$ cat config.mk
export PLATFORM = sky130hd
export DESIGN_NAME = sio_chan_ctl
export DESIGN_NICKNAME = d
export VERILOG_FILES = /design/src/rtl/sio_chan_pkg.sv /design/src/rtl/sio_cmd_decode.sv /design/src/rtl/sio_status_reg.sv /design/src/rtl/sio_mode_bank.sv /design/src/rtl/sio_tx_gate.sv /design/src/rtl/sio_chan_ctl.sv
export SDC_FILE = /design/constraint.sdc
export NUM_CORES = 1
export LEC_CHECK = 0
export BUFFER_PORTS_ARGS = -buffer_cell sky130_fd_sc_hd__buf_4
export CORE_MARGIN = 5
export CORE_UTILIZATION = 35
export DETAILED_ROUTE_END_ITERATION = 6
export PLACE_DENSITY = 0.72
export SLEW_MARGIN = 10
export SYNTH_ARGS = -nofsm -noshare
export SYNTH_HDL_FRONTEND = slang
export SYNTH_SLANG_ARGS = --single-unit
$ cat constraint.sdc
create_clock -name clk_i -period 3.2 [get_ports clk_i]
set_clock_uncertainty 0.1 [all_clocks]
set_input_delay 0.16 -clock clk_i [delete_from_list [all_inputs] [get_ports clk_i]]
set_output_delay 0.16 -clock clk_i [all_outputs]
set_load 0.005 [all_outputs]
$ cat src/rtl/sio_chan_pkg.sv
package sio_chan_pkg;
  localparam int DW = 8;
  localparam int AW = 3;

  localparam logic [AW-1:0] A_MODE = 3'd0;
  localparam logic [AW-1:0] A_STAT = 3'd1;
  localparam logic [AW-1:0] A_CMD  = 3'd2;
  localparam logic [AW-1:0] A_HOLD = 3'd3;

  localparam logic [3:0] C_RST_PTR = 4'd1;
  localparam logic [3:0] C_RST_RX  = 4'd2;
  localparam logic [3:0] C_RST_TX  = 4'd3;
  localparam logic [3:0] C_RST_ERR = 4'd4;
  localparam logic [3:0] C_RST_BRK = 4'd5;

  localparam int S_RXRDY = 0;
  localparam int S_FFULL = 1;
  localparam int S_TXRDY = 2;
  localparam int S_TXEMT = 3;
  localparam int S_ERRLO = 4;
endpackage

$ cat src/rtl/sio_cmd_decode.sv
module sio_cmd_decode
  import sio_chan_pkg::*;
(
  input  logic          wr_i,
  input  logic [DW-1:0] cmd_i,
  output logic          rx_on_o,
  output logic          rx_off_o,
  output logic          tx_on_o,
  output logic          tx_off_o,
  output logic          rst_ptr_o,
  output logic          rst_rx_o,
  output logic          rst_tx_o,
  output logic          rst_err_o,
  output logic          rst_brk_o
);
  logic [3:0] code;
  assign code = cmd_i[7:4];

  always_comb begin
    rx_on_o   = wr_i & cmd_i[0];
    rx_off_o  = wr_i & cmd_i[1];
    tx_on_o   = wr_i & cmd_i[2];
    tx_off_o  = wr_i & cmd_i[3];
    rst_ptr_o = wr_i & (code == C_RST_PTR);
    rst_rx_o  = wr_i & (code == C_RST_RX);
    rst_tx_o  = wr_i & (code == C_RST_TX);
    rst_err_o = wr_i & (code == C_RST_ERR);
    rst_brk_o = wr_i & (code == C_RST_BRK);
  end
endmodule

$ cat src/rtl/sio_status_reg.sv
module sio_status_reg
  import sio_chan_pkg::*;
(
  input  logic          clk_i,
  input  logic          rst_ni,
  input  logic          rx_on_i,
  input  logic          rx_off_i,
  input  logic          tx_on_i,
  input  logic          tx_off_i,
  input  logic          rst_rx_i,
  input  logic          rst_tx_i,
  input  logic          rst_err_i,
  input  logic          rst_brk_i,
  input  logic          rxrdy_set_i,
  input  logic          rxrdy_clr_i,
  input  logic          ffull_i,
  input  logic [3:0]    err_set_i,
  output logic [DW-1:0] status_o,
  output logic          rx_en_o,
  output logic          txrdy_set_o,
  output logic          txrdy_clr_o,
  output logic          rxrdy_clr_o,
  output logic          brk_clr_o
);
  logic          tx_up, tx_down;
  logic [DW-1:0] st_d;
  logic          rx_en_d;

  // enable first, then disable, then command code: later actions win
  assign tx_down = tx_off_i | rst_tx_i;
  assign tx_up   = tx_on_i & ~tx_down;

  always_comb begin
    st_d = status_o;
    if (rst_rx_i || rxrdy_clr_i) st_d[S_RXRDY] = 1'b0;
    else if (rxrdy_set_i)        st_d[S_RXRDY] = 1'b1;
    st_d[S_FFULL] = ffull_i;
    if (tx_up)   {st_d[S_TXEMT], st_d[S_TXRDY]} = 2'b11;
    if (tx_down) {st_d[S_TXEMT], st_d[S_TXRDY]} = 2'b00;
    if (rst_err_i) st_d[DW-1:S_ERRLO] = '0;
    else           st_d[DW-1:S_ERRLO] = status_o[DW-1:S_ERRLO] | err_set_i;

    rx_en_d = rx_en_o;
    if (rx_on_i)              rx_en_d = 1'b1;
    if (rx_off_i || rst_rx_i) rx_en_d = 1'b0;
  end

  always_ff @(posedge clk_i or negedge rst_ni) begin
    if (!rst_ni) begin
      status_o    <= '0;
      rx_en_o     <= 1'b0;
      txrdy_set_o <= 1'b0;
      txrdy_clr_o <= 1'b0;
      rxrdy_clr_o <= 1'b0;
      brk_clr_o   <= 1'b0;
    end else begin
      status_o    <= st_d;
      rx_en_o     <= rx_en_d;
      txrdy_set_o <= tx_up;
      txrdy_clr_o <= tx_down;
      rxrdy_clr_o <= rst_rx_i;
      brk_clr_o   <= rst_brk_i;
    end
  end


  tx_enable_chk: assert property (@(posedge clk_i) disable iff (!rst_ni)
    (tx_on_i && !tx_off_i && !rst_tx_i) |=> (status_o[S_TXEMT:S_TXRDY] == 2'b11));

  tx_clr_req_chk: assert property (@(posedge clk_i) disable iff (!rst_ni)
    txrdy_clr_o |-> !status_o[S_TXRDY] && !txrdy_set_o);

  err_clear_chk: assert property (@(posedge clk_i) disable iff (!rst_ni)
    rst_err_i |=> (status_o[DW-1:S_ERRLO] == '0));

  rx_off_chk: assert property (@(posedge clk_i) disable iff (!rst_ni)
    (rx_off_i || rst_rx_i) |=> !rx_en_o);
endmodule

$ cat src/rtl/sio_mode_bank.sv
module sio_mode_bank
  import sio_chan_pkg::*;
#(
  parameter int MODE_DEPTH = 2
) (
  input  logic                     clk_i,
  input  logic                     rst_ni,
  input  logic                     wr_i,
  input  logic                     rd_i,
  input  logic [DW-1:0]            wdata_i,
  input  logic                     ptr_rst_i,
  output logic [DW-1:0]            rdata_o,
  output logic [MODE_DEPTH*DW-1:0] mode_o
);
  localparam int PW = (MODE_DEPTH > 1) ? $clog2(MODE_DEPTH) : 1;
  localparam logic [PW-1:0] LAST = PW'(MODE_DEPTH - 1);

  logic [MODE_DEPTH-1:0][DW-1:0] ent;
  logic [PW-1:0]                 ptr;

  for (genvar g = 0; g < MODE_DEPTH; g++) begin : g_ent
    always_ff @(posedge clk_i or negedge rst_ni) begin
      if (!rst_ni)                     ent[g] <= '0;
      else if (wr_i && ptr == PW'(g))  ent[g] <= wdata_i;
    end
    assign mode_o[g*DW +: DW] = ent[g];
  end

  assign rdata_o = ent[ptr];

  always_ff @(posedge clk_i or negedge rst_ni) begin
    if (!rst_ni)                             ptr <= '0;
    else if (ptr_rst_i)                      ptr <= '0;
    else if ((wr_i || rd_i) && ptr != LAST)  ptr <= ptr + 1'b1;
  end


  ptr_sticky_chk: assert property (@(posedge clk_i) disable iff (!rst_ni)
    (ptr != '0 && !ptr_rst_i) |=> (ptr != '0));

  ptr_advance_chk: assert property (@(posedge clk_i) disable iff (!rst_ni)
    ((wr_i || rd_i) && !ptr_rst_i && MODE_DEPTH > 1) |=> (ptr != '0));
endmodule

$ cat src/rtl/sio_tx_gate.sv
module sio_tx_gate
  import sio_chan_pkg::*;
(
  input  logic          clk_i,
  input  logic          rst_ni,
  input  logic          wr_i,
  input  logic [DW-1:0] wdata_i,
  input  logic          txrdy_i,
  output logic          strobe_o,
  output logic [DW-1:0] data_o
);
  always_ff @(posedge clk_i or negedge rst_ni) begin
    if (!rst_ni) begin
      strobe_o <= 1'b0;
      data_o   <= '0;
    end else begin
      strobe_o <= wr_i & txrdy_i;
      if (wr_i && txrdy_i) data_o <= wdata_i;
    end
  end


  tx_blocked_chk: assert property (@(posedge clk_i) disable iff (!rst_ni)
    (wr_i && !txrdy_i) |=> !strobe_o);

  tx_pass_chk: assert property (@(posedge clk_i) disable iff (!rst_ni)
    (wr_i && txrdy_i) |=> strobe_o && (data_o == $past(wdata_i)));
endmodule

$ cat src/rtl/sio_chan_ctl.sv
module sio_chan_ctl
  import sio_chan_pkg::*;
#(
  parameter int MODE_DEPTH = 2
) (
  input  logic                     clk_i,
  input  logic                     rst_ni,
  input  logic                     wr_en_i,
  input  logic                     rd_en_i,
  input  logic [AW-1:0]            addr_i,
  input  logic [DW-1:0]            wdata_i,
  output logic [DW-1:0]            rd_data_o,
  input  logic                     rxrdy_set_i,
  input  logic                     rxrdy_clr_i,
  input  logic                     ffull_i,
  input  logic [3:0]               err_set_i,
  output logic [DW-1:0]            status_o,
  output logic [MODE_DEPTH*DW-1:0] mode_o,
  output logic                     rx_en_o,
  output logic                     tx_strobe_o,
  output logic [DW-1:0]            tx_data_o,
  output logic                     isr_txrdy_set_o,
  output logic                     isr_txrdy_clr_o,
  output logic                     isr_rxrdy_clr_o,
  output logic                     isr_brk_clr_o
);
  logic rx_on, rx_off, tx_on, tx_off;
  logic rst_ptr, rst_rx, rst_tx, rst_err, rst_brk;
  logic [DW-1:0] mode_rdata;

  logic sel_mode, sel_cmd, sel_hold;
  assign sel_mode = (addr_i == A_MODE);
  assign sel_cmd  = (addr_i == A_CMD);
  assign sel_hold = (addr_i == A_HOLD);

  sio_cmd_decode u_dec (
    .wr_i     (wr_en_i & sel_cmd),
    .cmd_i    (wdata_i),
    .rx_on_o  (rx_on),
    .rx_off_o (rx_off),
    .tx_on_o  (tx_on),
    .tx_off_o (tx_off),
    .rst_ptr_o(rst_ptr),
    .rst_rx_o (rst_rx),
    .rst_tx_o (rst_tx),
    .rst_err_o(rst_err),
    .rst_brk_o(rst_brk)
  );

  sio_status_reg u_stat (
    .clk_i      (clk_i),
    .rst_ni     (rst_ni),
    .rx_on_i    (rx_on),
    .rx_off_i   (rx_off),
    .tx_on_i    (tx_on),
    .tx_off_i   (tx_off),
    .rst_rx_i   (rst_rx),
    .rst_tx_i   (rst_tx),
    .rst_err_i  (rst_err),
    .rst_brk_i  (rst_brk),
    .rxrdy_set_i(rxrdy_set_i),
    .rxrdy_clr_i(rxrdy_clr_i),
    .ffull_i    (ffull_i),
    .err_set_i  (err_set_i),
    .status_o   (status_o),
    .rx_en_o    (rx_en_o),
    .txrdy_set_o(isr_txrdy_set_o),
    .txrdy_clr_o(isr_txrdy_clr_o),
    .rxrdy_clr_o(isr_rxrdy_clr_o),
    .brk_clr_o  (isr_brk_clr_o)
  );

  sio_mode_bank #(.MODE_DEPTH(MODE_DEPTH)) u_mode (
    .clk_i    (clk_i),
    .rst_ni   (rst_ni),
    .wr_i     (wr_en_i & sel_mode),
    .rd_i     (rd_en_i & sel_mode),
    .wdata_i  (wdata_i),
    .ptr_rst_i(rst_ptr),
    .rdata_o  (mode_rdata),
    .mode_o   (mode_o)
  );

  sio_tx_gate u_tx (
    .clk_i   (clk_i),
    .rst_ni  (rst_ni),
    .wr_i    (wr_en_i & sel_hold),
    .wdata_i (wdata_i),
    .txrdy_i (status_o[S_TXRDY]),
    .strobe_o(tx_strobe_o),
    .data_o  (tx_data_o)
  );

  always_comb begin
    unique case (addr_i)
      A_MODE:  rd_data_o = mode_rdata;
      A_STAT:  rd_data_o = status_o;
      default: rd_data_o = '0;
    endcase
  end


  aux_quiet_chk: assert property (@(posedge clk_i) disable iff (!rst_ni)
    (wr_en_i && !rd_en_i && addr_i[2]) |=> !tx_strobe_o && !isr_txrdy_set_o && !isr_brk_clr_o);
endmodule

==> flow_summary.ini, run 1 <==
[outcome]
status = complete, no violations

[logic_synthesis]
synth_area_leaders = dfrtp_1 (57%), mux2_2 (10%), mux2_4 (7.2%)
yosys.area.top_type_share_pct = 56.89
ys_top_cells_by_count = dfrtp_1 (38), mux2_2 (15)
synth_flop_cell = dfrtp_1
ys_seq_area_share_pct = 56.89
ys_types = 32
synthArstFlopShare_pct = 100.0
ys_warn_count = 0
yosys.area.top_type = dfrtp_1
syn-cell-area_um2 = 1672
synth-edff-count = 0
synth_fp_nets = 147
synth_seq_cells = 38
synth.avg_cell_area_um2 = 13.37
yosysMostFrequentCell = dfrtp_1
synthesis.instances = 125

[sta]
finalCritPeriodShare_pct = 55.58
setup_slack_ns = 1.421
finalHoldViolCount = 0
setup_viol = 0
fin_crit_ns = 1.779
worst-slew-pin-transition_ns = 0.9949
fmax_mhz = 562.2
slew_viol_final = 0
rsz0062_at_grt = no
tns_ns = 0
slew_headroom_pct = 33.53
hold_ws_ns = 0.03413

[detailed_routing]
wire_per_inst_um = 16.70
drt_iter0_markers = 68
drc = 0
dr_total_vias = 1258
wirelength_um = 4275
ant_nets = 0
vias_per_cell = 4.914
drtPass1Iterations = 4

[final_layout]
area_growth_pct = 41.62
largest_reg_flops = 16
drive_gt1_share_pct = 50.99
instances_no_fill = 256
fin_util_pct = 50.45
diodes = 0
fin_area_um2 = 2367
fin_nets = 223

[cts]
clockBufferDepth = 2
path_clk_slew_ns = 0.07
htree_num_levels = 2
tritoncts = built
cts_sinks = 38
clock-root-buffer = clkbuf_8
cts-resized-gates = 0
insertion_delay_ns = 0.29
numCtsBuffers = 5

[floorplanning]
io_pins = 68
core-area_um2 = 4692
start_util_pct = 35.63
fp.dieW_um = 79.11
dieArea_um2 = 6258
die_h_um = 79.11
core.rowCount = 25

[global_routing]
overflow = 0
grt_use_total_pct = 14.58
antenna_found_initial = 0
grt_max_degree = 39
grt_pass1_wl_um = 6837
grt_pass1_vias = 1331

[setup_path]
critPathLaunchType = flop
critPathMaxFanout = 11
path_class = flop to output port
crit_required_ns = 2.94
cp.arrival_ns = 1.52
r2r_setup_slack_ns = 1.48
endpoint_kind = output port

[worst_hold_path]
hold_class = input port to flop

[place]
port_buffers = 67
dp_cells = 240
pre_cts_slack_ns = 1.366
hpwl_um = 3132
place_area_um2 = 2196
gp_congestion = 0.7557

[power_and_ir_drop]
p_per_area_nw_per_um2 = 575.0
leakage_nw = 1.185
ir_drop_uv = 217.4
total_power_mw = 1.361

[job]
cap_viol_max_count = 0
[report_power, final]
part	internal [mW]	total [mW]	switching (mW)
Clock	0.174	0.333	0.160
Combinational	0.254	0.378	0.124
Sequential	0.578	0.650	0.0725
Total	1.01	1.36	0.356
[critical path, cell delays in order, from the launching register on]
cell and delay [ns]:
dfrtp_1 0.72, mux2i_1 0.25, o21ai_0 0.11, buf_4 0.16
[cell usage in the layout, fill, tap and decap left out, drive strengths merged]
master and instances:
and2 1, a2bb2oi 1, and4bb 1, nand2 9
nand3 1, and3b 1, nor3 1, and2b 1
dlygate4sd3 8, nor3b 1, nor4b 2, clkbuf 7
and3 2, o21ai 8, a31o 2, and4 1
nor4 1, mux2 24, nor2 6, inv 1
buf 67, or3 1, o21a 4, dfrtp 38
clkinv 1, mux2i 8, a21oi 4
[path summary, 6_finish.rpt]
kind / startpoint / end / cells past startpoint
max: u_mode.ptr / rd_data_o[7] / 3
min: rxrdy_set_i / u_stat.status_o[0] / 3
max reg2reg: u_mode.ptr / u_mode.mode_o[7] / 2
min reg2reg: u_tx.data_o[3] / u_tx.data_o[3] / 1
max in group asynchronous: rst_ni / u_stat.status_o[0] / 2
min in group asynchronous: rst_ni / u_tx.data_o[4] / 2
[kinds of logic after synthesis]
| logic type | after synthesis | synth area share, % |
|---|---|---|
| buffers and inverters | 7 | 2.993 |
| AOI/OAI and AO/OA | 19 | 6.962 |
| muxes | 32 | 22.75 |
| DFF | 38 | 56.89 |
| and+or+nand+nor | 29 | 10.40 |
[per-layer routing]
layer  part of all wire [%]  wire [um]  track usage (%)  up-vias
met3                    6.7        285            4.308        5
met4                    1.8         78            7.732        0
met1                     42       1811            17.10      617
met2                     49       2098            23.99       42
li1                       -          -                -      594
met5                      0          0                0        -
[what timing repair did]
action | CTS | global route
endpoints found under the setup margin | 0 | 0
buffers inserted | 0 | 0
hold buffers | 8 | 0
hold endpoints to repair | 45 | 0
[layout make-up]
cell class	instances	area (um^2)
Clock buffer	7	86.33
Multi-Input combinational cell	80	670.6
Fill cell	428	2325
Inverter	1	3.754
Clock inverter	1	5.005
Timing Repair Buffer	75	583.1
Sequential cell	38	950.9
Tap cell	54	67.56
Note: power is estimated with default switching activity, not from simulation.
==> run 2: changes to the inputs <==
- clock period: 3.2 -> 1.83 ns (I/O delays scaled with it)
==> run 2 against run 1 <==
  * Worst setup slack lost 1.4 ns
  * Sequential share of layout area shrank 1.5 points
  * Clock-buffer cell count shrank 2
  * Power grew 85%
  * Cell area grew 3.9%
  * Die area is the same
  * Worst hold slack lost 0.029 ns
  * Core utilization grew 2.0 points
  * Combinational power grew 80%
  * Critical path depth grew 3
  * Via count grew 6.1%
==> flow_summary.ini, run 2 (same netlist as run 1, synthesis figures left out) <==
[setup_path]
r2r_setup_slack_ns = 0.33
reg2reg_depth = 2
critPathMaxFanout = 6
cpLargestDelayFamily = buffers and inverters
reg2reg_from = u_mode.ptr
worst-path-buf-inv = 3
path_common_cell = dlygate4sd3_1
path_class = input port to flop
crit_slowest_cell = dlygate4sd3_1
endpoint_kind = flop
cp.arrival_ns = 1.84
cp_cell_sequence = dlygate4sd3_1 -> buf_4 -> nor2_1 -> and4_1 -> nor3_1 -> dlygate4sd3_1
critPathLaunchType = input port
cp_slowest_stage_delay_ns = 0.55
crit_required_ns = 1.91
r2r_end = u_mode.mode_o[1]

[sta]
rsz0062_at_grt = no
finalCritPeriodShare_pct = 96.19
slew_viol_final = 0
finalHoldViolCount = 0
tns_ns = 0
slew_headroom_pct = 67.57
fin_crit_ns = 1.760
fmax_mhz = 568.1
worst-slew-pin-transition_ns = 0.4865
setup_viol = 0

[detailed_routing]
drc = 0
dr_total_vias = 1335
wire_per_inst_um = 16.83
met3WireLength_um = 230
wirelength_um = 4442
drt_iter0_markers = 81
ant_nets = 0
m1WireLength_um = 1942
vias_per_cell = 5.057
wl_met2_um = 2137
routed.top_layer = met4
drtPass1Iterations = 4

[floorplanning]
core-area_um2 = 4692
dieArea_um2 = 6258
io_pins = 68
core.rowCount = 25
fp.dieW_um = 79.11
die_h_um = 79.11
start_util_pct = 35.63

[global_routing]
overflow = 0
antenna_found_initial = 0
grt_pass1_vias = 1327
grt_max_degree = 39
grt_pass1_wl_um = 7100
grt_use_total_pct = 15.12

[power_and_ir_drop]
leakage_nw = 1.230
ir_drop_uv = 485.0
p_per_area_nw_per_um2 = 1025
total_power_mw = 2.521

[place]
gp_congestion = 0.8074
hpwl_um = 3152
port_buffers = 67

[worst_hold_path]
min_to = u_tx.data_o[4]
hold_class = input port to flop
worstHoldStart = wdata_i[4]
hold_depth = 2

[final_layout]
final_common_cell = buf_4
drive_gt1_share_pct = 50.48
diodes = 0
fin_util_pct = 52.43
fin_nets = 231
mostFrequentLayoutCells = buf_4 (69), dfrtp_1 (38), mux2_2 (15), dlygate4sd3_1 (14)
area_growth_pct = 47.16
largest_reg_flops = 16

[cts]
post-cts-setup-buffers = 0
cts_sinks = 38
htree_num_levels = 2
path_clk_slew_ns = 0.07
numCtsBuffers = 5
clockBufferDepth = 2
insertion_delay_ns = 0.29
tritoncts = built
clock-root-buffer = clkbuf_8

[outcome]
status = complete, no violations

[job]
cap_viol_max_count = 0
## run 2: cell types whose count changed in the layout (fill, tap and decap cells not counted), sizes merged
cell	delta
dlygate4sd3	+6
buf	+2
clkbuf	-2
bufinv	+1
clkinv	+1
## run 2: final cells by class
| type | count | area, um^2 |
|---|---|---|
| clock buffers | 5 | 68.82 |
| clock inverters | 3 | 40.04 |
| fillers | 422 | 2232 |
| inverters | 1 | 3.754 |
| multi-input cells | 80 | 670.6 |
| flip-flops and latches | 38 | 950.9 |
| well taps | 54 | 67.56 |
| repair buffers | 83 | 658.1 |
## run 2: worst max-delay path by stage
stage,start,end,slack (ns),depth (start not counted)
after CTS,wdata_i[7],u_stat.status_o[0],0.08,6
after detailed placement,addr_i[2],u_mode.mode_o[1],0.26,4
final,wdata_i[7],u_stat.status_o[0],0.07,6
after global placement,addr_i[2],u_mode.mode_o[0],0.29,4
after global routing,wdata_i[7],u_stat.status_o[0],0.01,6
after floorplan,u_mode.ptr,u_mode.mode_o[10],0.57,3
## run 2: timing repair
item / CTS / global route
hold endpoints to repair: 63 / 0
resized for setup: 0 / 0
hold buffers: 14 / 0
## run 2: metrics by stage
| step | setup slack (ns) | instances | instance area (um^2) | hold slack [ns] |
|---|---|---|---|---|
| 2_1_floorplan | 0.5722 | 125 | 1672 | -0.3041 |
| 3_3_place_gp | 0.2859 | 242 | 2211 | -0.01369 |
| 3_5_place_dp | 0.2558 | 242 | 2211 | -0.01476 |
| 4_1_cts | 0.08080 | 264 | 2460 | 0.001195 |
| 5_1_grt | 0.01408 | 264 | 2460 | 0.006288 |
| 6_report | 0.06965 | 264 | 2460 | 0.005062 |
## run 2: report_power, final
part           leakage (nW)  switching, mW  internal, mW
clock network        0.0579          0.301         0.401
logic                 0.710          0.224         0.455
registers             0.462          0.130          1.01
total                  1.23          0.655          1.87
## run 2: layer usage
layer / up-vias / global-route usage (%)
met2: 44 / 23.32
met3: 12 / 3.175
met1: 668 / 19.72
met4: 0 / 8.419
li1: 611 / -
met5: - / 0
==> run 3: changes to the inputs <==
- CAP_MARGIN: default -> 0
- CORE_ASPECT_RATIO: default -> 1.5
==> run 3 against run 2 <==
  * Worst hold slack improved by 0.037 ns
  * Cell area up 0.20%
  * Largest power group unchanged
  * Power decreased by 6.1%
  * Sequential share of layout area fell by 0.078 points
  * Global-route usage fell by 0.095 points
  * Worst setup slack improved by 0.021 ns
  * Critical path depth unchanged
==> flow_summary.ini, run 3 (same netlist as run 1, synthesis figures left out) <==
[detailed_routing]
drt_iter0_markers = 51
drtPass1Iterations = 4
vias_per_cell = 4.858
drc = 0
wire_per_inst_um = 16.26
ant_nets = 0
wirelength_um = 4472
dr_total_vias = 1336

[setup_path]
path_class = input port to flop
endpoint_kind = flop
critPathLaunch = wdata_i[7]
reg2reg_from = u_mode.ptr
crit_required_ns = 1.90
cp.arrival_ns = 1.81
critPathLaunchType = input port
critPathMaxFanout = 6

[global_routing]
grt_max_degree = 39
overflow = 0
antenna_found_initial = 0
grt_pass1_vias = 1428
grt_use_total_pct = 15.02
grt_pass1_wl_um = 6996

[final_layout]
final_common_cell = buf_4
drive_gt1_share_pct = 50.24
mostFrequentLayoutCells = buf_4 (69), dfrtp_1 (38), dlygate4sd3_1 (16), mux2_2 (15)
fin_area_um2 = 2465
nFillCells = 429
largest_reg_flops = 16
diodes = 0
area_growth_pct = 47.45
fin_nets = 233

[floorplanning]
core-area_um2 = 4579
fp.dieW_um = 66.43
die_h_um = 94.64
core.rowCount = 30
dieArea_um2 = 6286
io_pins = 68
start_util_pct = 36.50

[sta]
rsz0062_at_grt = no
worst-slew-pin-transition_ns = 0.4767
tns_ns = 0
setup_viol = 0
finalHoldViolCount = 0
slew_viol_final = 0
finalCritPeriodShare_pct = 95.03
slew_headroom_pct = 68.22
fin_crit_ns = 1.739
fmax_mhz = 575.0

[place]
place_area_um2 = 2223
hpwl_um = 3302
port_buffers = 67
gp_congestion = 0.7874

[job]
cap_viol_max_count = 0

[cts]
htree_num_levels = 2
insertion_delay_ns = 0.29
numCtsBuffers = 5
post-cts-setup-buffers = 0
cts_sinks = 38
tritoncts = built
clock-root-buffer = clkbuf_8
path_clk_slew_ns = 0.07
clockBufferDepth = 2

[worst_hold_path]
worstHoldStart = addr_i[0]
hold_class = input port to flop

[power_and_ir_drop]
ir_drop_uv = 378.6
leakage_nw = 1.224
p_per_area_nw_per_um2 = 960.0

[outcome]
status = complete, no violations
-- run 3: cell types whose count changed in the layout (fill, tap and decap cells not counted) --
cell,change
bufinv_16,-1
dlygate4sd3_1,+2
nor2_2,+1
nor2_1,-1
-- run 3: what timing repair did --
| item | 4_1_cts | 5_1_grt |
|---|---|---|
| hold buffers | 16 | 0 |
| gates resized for setup | 0 | 1 |
| endpoints found under the hold margin | 65 | 0 |
| setup endpoints to repair | 0 | 1 |
-- run 3: final cells by class --
cell class                      instances  area, um^2  share of cell area (%)
Clock buffer                            5       68.82                   2.792
Inverter                                1       3.754                  0.1523
Multi-Input combinational cell         80       673.1                   27.31
Clock inverter                          2       10.01                  0.4061
Timing Repair Buffer                   85       678.2                   27.51
Sequential cell                        38       950.9                   38.58
Tap cell                               64       80.08                   3.249
-- run 3: worst max-delay path: stages --
cell and delay (ns):
dlygate4sd3_1 0.54, buf_4 0.16, nor2_2 0.15, and4_1 0.25, nor3_1 0.06, dlygate4sd3_1 0.55
-- run 3: power breakdown --
part           total [mW]  internal [mW]  switching (mW)  leakage [nW]
logic               0.686          0.458           0.228         0.718
clock network       0.542          0.255           0.287        0.0438
registers            1.14           1.01           0.128         0.462
-- run 3: path summary, 6_finish.rpt --
path	endpoint	slack (ns)	cells past startpoint
setup / recovery	u_stat.status_o[0]	0.09	6
hold / removal	u_mode.ptr	0.04	3
setup reg to reg	u_mode.mode_o[4]	0.45	2
hold reg to reg	u_tx.data_o[3]	0.42	1
max in group asynchronous	u_mode.mode_o[11]	1.09	2
min in group asynchronous	u_tx.data_o[4]	0.20	2
-- run 3: metrics by stage --
step                      setup WS (ns)  utilization, %  power, mW  std cells  hold slack (ns)
after floorplan                  0.5722               -      1.404        125          -0.3041
after global placement           0.2966           48.55      1.808        252         -0.01799
after detailed placement         0.2588           48.55      1.824        252         -0.01505
after CTS                       0.04382           53.77      2.393        275          0.04496
after global routing            0.03156           53.83      2.501        275          0.05326
final                           0.09091           53.83      2.366        275          0.04229
-- run 3: metal layers --
layer	share of wire (%)	track usage, %	wire (um)
met5	0	0	0
met4	3.3	8.475	147
met3	6.1	4.524	273
met2	54	26.84	2417
met1	37	15.09	1634
